$ cat config.mk
export PLATFORM = sky130hd
export DESIGN_NAME = acc_fault_irq_mon
export DESIGN_NICKNAME = d
export VERILOG_FILES = /design/src/rtl/afim_pkg.sv /design/src/rtl/afim_reg_if.sv /design/src/rtl/afim_fault_trk.sv /design/src/rtl/afim_byp_ctl.sv /design/src/rtl/acc_fault_irq_mon.sv
export SDC_FILE = /design/constraint.sdc
export NUM_CORES = 1
export LEC_CHECK = 0
export ABC_CLOCK_PERIOD_IN_PS = 6910
export BUFFER_PORTS_ARGS = -buffer_cell sky130_fd_sc_hd__buf_2
export CORE_ASPECT_RATIO = 0.6
export CORE_UTILIZATION = 55
export DETAILED_ROUTE_END_ITERATION = 7
export PLACE_DENSITY = 0.86
export SLEW_MARGIN = 20
export SYNTH_ARGS = -nofsm -noshare
export SYNTH_HDL_FRONTEND = slang
export SYNTH_HIERARCHICAL = 1
export SYNTH_SLANG_ARGS = --single-unit
$ cat constraint.sdc
create_clock -name clk -period 6.91 [get_ports clk]
set_input_delay 2.073 -clock clk [delete_from_list [all_inputs] [get_ports clk]]
set_output_delay 2.073 -clock clk [all_outputs]
set_load 0.01 [all_outputs]
$ cat src/rtl/afim_pkg.sv
package afim_pkg;
  // Default register byte offsets
  localparam logic [7:0] OFF_STS_D = 8'h10;
  localparam logic [7:0] OFF_CLR_D = 8'h14;
  localparam logic [7:0] OFF_BYP_D = 8'h18;

  // Failure tracking state
  typedef struct packed {
    logic ovr;  // repeat failure since last clear
    logic act;  // interrupt active
  } flt_sts_t;
endpackage

$ cat src/rtl/afim_reg_if.sv
module afim_reg_if
  import afim_pkg::*;
#(
  parameter int unsigned AW      = 8,
  parameter int unsigned DW      = 32,
  parameter int unsigned N_MST   = 32,
  parameter logic [AW-1:0] OFF_STS = AW'(OFF_STS_D),
  parameter logic [AW-1:0] OFF_CLR = AW'(OFF_CLR_D),
  parameter logic [AW-1:0] OFF_BYP = AW'(OFF_BYP_D)
) (
  input  logic [AW-1:0]    reg_addr,
  input  logic             reg_we,
  input  logic [DW-1:0]    reg_wdata,
  input  flt_sts_t         sts,
  input  logic [N_MST-1:0] byp_q,
  output logic             clr_pls,
  output logic             byp_we,
  output logic [N_MST-1:0] byp_wdata,
  output logic [DW-1:0]    reg_rdata
);
  logic hit_sts, hit_clr, hit_byp;

  assign hit_sts = (reg_addr == OFF_STS);
  assign hit_clr = (reg_addr == OFF_CLR);
  assign hit_byp = (reg_addr == OFF_BYP);

  assign clr_pls   = reg_we && hit_clr;
  assign byp_we    = reg_we && hit_byp;
  assign byp_wdata = reg_wdata[N_MST-1:0];

  always_comb begin
    reg_rdata = '0;
    if (hit_sts) begin
      reg_rdata[0] = sts.act;
      reg_rdata[1] = sts.ovr;
    end else if (hit_byp) begin
      reg_rdata[N_MST-1:0] = byp_q;
    end
  end
endmodule

$ cat src/rtl/afim_fault_trk.sv
module afim_fault_trk
  import afim_pkg::*;
(
  input  logic     clk,
  input  logic     rst_n,
  input  logic     flt_hit,
  input  logic     clr_pls,
  output flt_sts_t sts_q
);
  flt_sts_t sts_d;

  // Clear first, then fold in this cycle's failure
  always_comb begin
    sts_d = sts_q;
    if (clr_pls) begin
      sts_d.act = 1'b0;
      sts_d.ovr = 1'b0;
    end
    if (flt_hit) begin
      sts_d.ovr = sts_d.ovr | sts_d.act;
      sts_d.act = 1'b1;
    end
  end

  always_ff @(posedge clk or negedge rst_n) begin
    if (!rst_n) sts_q <= '0;
    else        sts_q <= sts_d;
  end
endmodule

$ cat src/rtl/afim_byp_ctl.sv
module afim_byp_ctl #(
  parameter int unsigned N_MST = 32,
  parameter int unsigned IDW   = (N_MST > 1) ? $clog2(N_MST) : 1
) (
  input  logic             clk,
  input  logic             rst_n,
  input  logic             byp_we,
  input  logic [N_MST-1:0] byp_wdata,
  input  logic             flt_vld,
  input  logic [IDW-1:0]   flt_mst_id,
  input  logic [IDW-1:0]   acc_mst_id,
  output logic [N_MST-1:0] byp_q,
  output logic             flt_hit,
  output logic             chk_req
);
  // One enable flop per master, reset to bypass
  for (genvar m = 0; m < N_MST; m++) begin : g_mst
    always_ff @(posedge clk or negedge rst_n) begin
      if (!rst_n)      byp_q[m] <= 1'b1;
      else if (byp_we) byp_q[m] <= byp_wdata[m];
    end
  end

  assign flt_hit = flt_vld && !byp_q[flt_mst_id];
  assign chk_req = !byp_q[acc_mst_id];
endmodule

$ cat src/rtl/acc_fault_irq_mon.sv
module acc_fault_irq_mon
  import afim_pkg::*;
#(
  parameter int unsigned N_MST = 32,
  parameter int unsigned IDW   = (N_MST > 1) ? $clog2(N_MST) : 1,
  parameter int unsigned AW    = 8,
  parameter int unsigned DW    = 32,
  parameter logic [AW-1:0] OFF_STS = AW'(OFF_STS_D),
  parameter logic [AW-1:0] OFF_CLR = AW'(OFF_CLR_D),
  parameter logic [AW-1:0] OFF_BYP = AW'(OFF_BYP_D)
) (
  input  logic           clk,
  input  logic           rst_n,
  input  logic           flt_vld,
  input  logic [IDW-1:0] flt_mst_id,
  input  logic [IDW-1:0] acc_mst_id,
  output logic           chk_req,
  input  logic [AW-1:0]  reg_addr,
  input  logic           reg_we,
  input  logic [DW-1:0]  reg_wdata,
  output logic [DW-1:0]  reg_rdata,
  output logic           irq
);
  flt_sts_t         sts_q;
  logic             sts_act, sts_ovr;
  logic [N_MST-1:0] byp_q;
  logic [N_MST-1:0] byp_wdata;
  logic             byp_we, clr_pls, flt_hit;

  afim_reg_if #(
    .AW(AW), .DW(DW), .N_MST(N_MST),
    .OFF_STS(OFF_STS), .OFF_CLR(OFF_CLR), .OFF_BYP(OFF_BYP)
  ) u_reg_if (
    .reg_addr (reg_addr),
    .reg_we   (reg_we),
    .reg_wdata(reg_wdata),
    .sts      (sts_q),
    .byp_q    (byp_q),
    .clr_pls  (clr_pls),
    .byp_we   (byp_we),
    .byp_wdata(byp_wdata),
    .reg_rdata(reg_rdata)
  );

  afim_byp_ctl #(.N_MST(N_MST), .IDW(IDW)) u_byp_ctl (
    .clk       (clk),
    .rst_n     (rst_n),
    .byp_we    (byp_we),
    .byp_wdata (byp_wdata),
    .flt_vld   (flt_vld),
    .flt_mst_id(flt_mst_id),
    .acc_mst_id(acc_mst_id),
    .byp_q     (byp_q),
    .flt_hit   (flt_hit),
    .chk_req   (chk_req)
  );

  afim_fault_trk u_fault_trk (
    .clk    (clk),
    .rst_n  (rst_n),
    .flt_hit(flt_hit),
    .clr_pls(clr_pls),
    .sts_q  (sts_q)
  );

  assign sts_act = sts_q.act;
  assign sts_ovr = sts_q.ovr;
  assign irq     = sts_act;
endmodule

==> results.py <==
metrics = {
    "run_status": {
        "status": "finished with violations",
        "violations": "design-rule violations",
    },
    "synthesis": {
        "netlist-cell-type-count": 28,
        "syn_inst": 239,
        "syn_avg_cell_area_sq_um": 11.1,
        "synth_warnings": 6,
        "syn_area_sq_mm": 0.00266,
        "synthTopCellsByArea": "dfstp_2 (32%), mux2_2 (18%), nor3_2 (11%), buf_4 (9.0%), mux4_2 (8.5%)",
        "synth_top_area_cell": "dfstp_2",
        "ys_seq_elements": 34,
        "syn_nets": 293,
        "synth_top_area_share_pct": 31.7,
        "ys_seq_area_share_pct": 33.6,
    },
    "worst_setup_path": {
        "cp.arrival_ns": 3.86,
        "cp_cell_sequence": "buf_2, or4b_2, nor4_1, buf_2",
        "cp_top_family": "simple AND/OR/NAND/NOR gates",
        "path_depth": 4,
        "timing.rr.start": "u_byp_ctl/byp_q[8]",
        "cp-startpoint": "reg_addr[1]",
        "critPathCaptureType": "output pin",
        "required_ns": 4.84,
        "slowest_delay_ns": 1.12,
        "crit_fanout": 34,
        "worstReg2RegEnd": "u_fault_trk/sts_q[1]",
        "startpoint_type": "input port",
        "cp-endpoint": "reg_rdata[0]",
        "rrSetupSlack_ns": 5.02,
        "cpMostUsedCell": "buf_2",
        "critPathSlowestCell": "or4b_2",
        "path_class": "in -> out",
        "path_buf_inv": 2,
        "rr_worst_depth": 6,
    },
    "sta": {
        "tightest_slew_ns": 1.06,
        "fmax_ghz": 0.168,
        "period_share_pct": 85.9,
        "relSlewSlack_pct": 29.0,
        "setup_tns_ns": 0,
        "setup_viol": 0,
        "drv_slew": 0,
        "min_period_ns": 5.94,
        "fin_worst_skew_ns": 0.00181,
        "finalHoldViolations": 0,
        "rsz0062_at_grt": "no",
    },
    "routing": {
        "wl_per_cell_um": 16.1,
        "drt_iter0_drc": 140,
        "antenna_left": 0,
        "remaining_drc_errors": 2,
        "vias_per_cell": 5.39,
        "first_pass_iters": 6,
        "wl_um": 5620,
        "vias": 1888,
    },
    "global_routing": {
        "antenna_found_initial": 0,
        "grt_usage_pct": 22.8,
        "grt_first_pass_wirelength_um": 8910,
        "gr-total-overflow": 0,
        "grt_max_degree": 35,
        "grt_pass1_vias": 1750,
    },
    "min_path": {
        "min_path_type": "reg -> reg",
    },
    "clock_tree": {
        "cts_resized": 0,
        "max-clock-path-buffers": 2,
        "tritoncts": "done",
        "path_clk_slew_ns": 0.07,
        "htreeDepth": 2,
        "clock_latency_ns": 0.28,
        "cts-root-buf": "clkbuf_8",
        "cts_num_sinks": 34,
        "postCtsSetupRepairBufs": 0,
        "cts_made_buffers": 5,
        "cts_hold_buf": 0,
    },
    "floorplanning": {
        "core_sq_mm": 0.00461,
        "floorplan.initialDensity_pct": 57.6,
        "num_rows": 19,
        "die-area_sq_mm": 0.00512,
        "ios": 88,
        "die_w_um": 91.7,
        "die_h_um": 55.8,
    },
    "placed_design": {
        "place_area_sq_mm": 0.00283,
        "place_congestion": 0.953,
        "dp_hpwl_um": 4290,
        "io_buffers": 87,
    },
    "final_layout": {
        "drive_gt1_share_pct": 73.9,
        "nNetsFinal": 340,
        "antenna_cells": 0,
        "nFillCells": 412,
        "design_area_sq_mm": 0.00292,
        "syn_to_final_growth_pct": 9.90,
    },
    "pwr": {
        "leakagePower_nw": 1.20,
        "ir_worst_vdd_uv": 130,
        "powerDensity_mw_per_mm2": 152,
    },
    "flow_run": {
        "maxCapViolations": 0,
    },
}
-- per-layer routing --
| layer | part of all wire (%) | GRT usage, % |
|---|---|---|
| met1 | 50 | 36.0 |
| met2 | 41 | 31.3 |
| met3 | 7.9 | 6.01 |
| met4 | 0.52 | 4.02 |
| met5 | 0 | 0 |
-- cell type report --
class | count | area [sq um] | area share [%]
multi-input combinational | 125 | 1290 | 44.3
sequential | 34 | 891 | 30.5
timing repair buffer | 88 | 443 | 15.2
inverter | 32 | 120 | 4.12
clock buffer | 7 | 86.3 | 2.96
tap | 63 | 78.8 | 2.70
clock inverter | 1 | 5.00 | 0.172
-- cells by family (layout without fill, tap and decap cells) --
| logic type | count (synthesis) | after routing | share of synthesized area [%] |
|---|---|---|---|
| buffers and inverters | 80 | 128 | 18.0 |
| muxes | 55 | 55 | 27.4 |
| and+or+nand+nor | 55 | 55 | 17.0 |
| DFF | 34 | 34 | 33.6 |
| AOI/OAI and AO/OA | 15 | 15 | 4.10 |
-- worst register-to-register path, stage by stage, from the launching register on --
cell and delay, ns:
dfstp_2 0.39, nor2b_1 0.12, a2111oi_0 0.45, o41ai_1 0.18
nor4_1 0.44, a21oi_1 0.13, nor2_1 0.12
-- flip-flops by register name, indices dropped and copies added, names as in the netlist --
name / flops
u_fault_trk/sts_q: 2
u_byp_ctl/byp_q: 32
-- through the flow --
step | power, mW | utilization [%] | hold WS, ns | setup WS, ns | std cells
finish | 0.444 | 63.3 | 0.523 | 0.975 | 350
global route | 0.467 | 63.3 | 0.578 | 0.846 | 350
CTS | 0.449 | 63.3 | 0.536 | 0.965 | 350
detailed placement | 0.296 | 61.3 | 0.519 | 0.966 | 342
global placement | 0.293 | 61.3 | 0.482 | 0.987 | 342
floorplan | 0.279 | - | 0.462 | 1.32 | 239
-- layout by cell type (no fill, tap or decap) --
cell / instances
inv_1: 32
nor3_4: 1
clkinv_2: 1
mux2i_1: 3
buf_4: 1
buf_2: 87
o21ai_0: 1
a21o_1: 1
o211ai_1: 1
mux4_2: 10
or2_2: 1
nor2b_1: 6
nor4_1: 5
nor3_1: 3
o41ai_1: 1
dfrtp_1: 2
mux2_2: 42
clkbuf_8: 6
dfstp_2: 32
nor3_2: 29
o22ai_1: 4
a211oi_1: 2
nor2_1: 2
nand2b_1: 4
a21oi_1: 1
a2111oi_0: 4
nand2_1: 2
clkbuf_1: 1
or4b_2: 2
-- synthesized netlist by cell type --
cell and instances:
o211ai_1 1, buf_2 3, nor3_2 30, mux2_2 42
a21oi_1 1, o21ai_0 1, clkbuf_1 3, a21o_1 1
or4b_1 2, nor3_1 3, nor4_1 5, or2_2 1
buf_4 32, o22ai_1 4, nor2b_1 6, a2111oi_0 4
nand2b_1 4, o41ai_1 1, buf_1 3, a211oi_1 2
mux4_2 10, dfrtp_1 2, mux2i_1 3, nor2_1 2
dfstp_2 32, nand2_1 2, inv_1 32, buf_6 7
-- worst min-delay path by stage --
| stage | startpoint | to | slack [ns] | cells after the start |
|---|---|---|---|---|
| after floorplan | u_fault_trk/sts_q[1] | u_fault_trk/sts_q[1] | 0.46 | 2 |
| after global placement | u_fault_trk/sts_q[1] | u_fault_trk/sts_q[1] | 0.48 | 2 |
| after detailed placement | u_fault_trk/sts_q[1] | u_fault_trk/sts_q[1] | 0.52 | 2 |
| after CTS | u_fault_trk/sts_q[1] | u_fault_trk/sts_q[1] | 0.54 | 2 |
| after global routing | u_fault_trk/sts_q[0] | u_fault_trk/sts_q[0] | 0.58 | 1 |
| final | u_fault_trk/sts_q[1] | u_fault_trk/sts_q[1] | 0.52 | 2 |
-- where the power goes --
part	switching, mW	internal [mW]	total [mW]
sequential	0.0103	0.216	0.226
clock	0.0709	0.0803	0.151
combinational	0.0332	0.0339	0.0672
No activity file was read; power rests on OpenSTA's default activity.
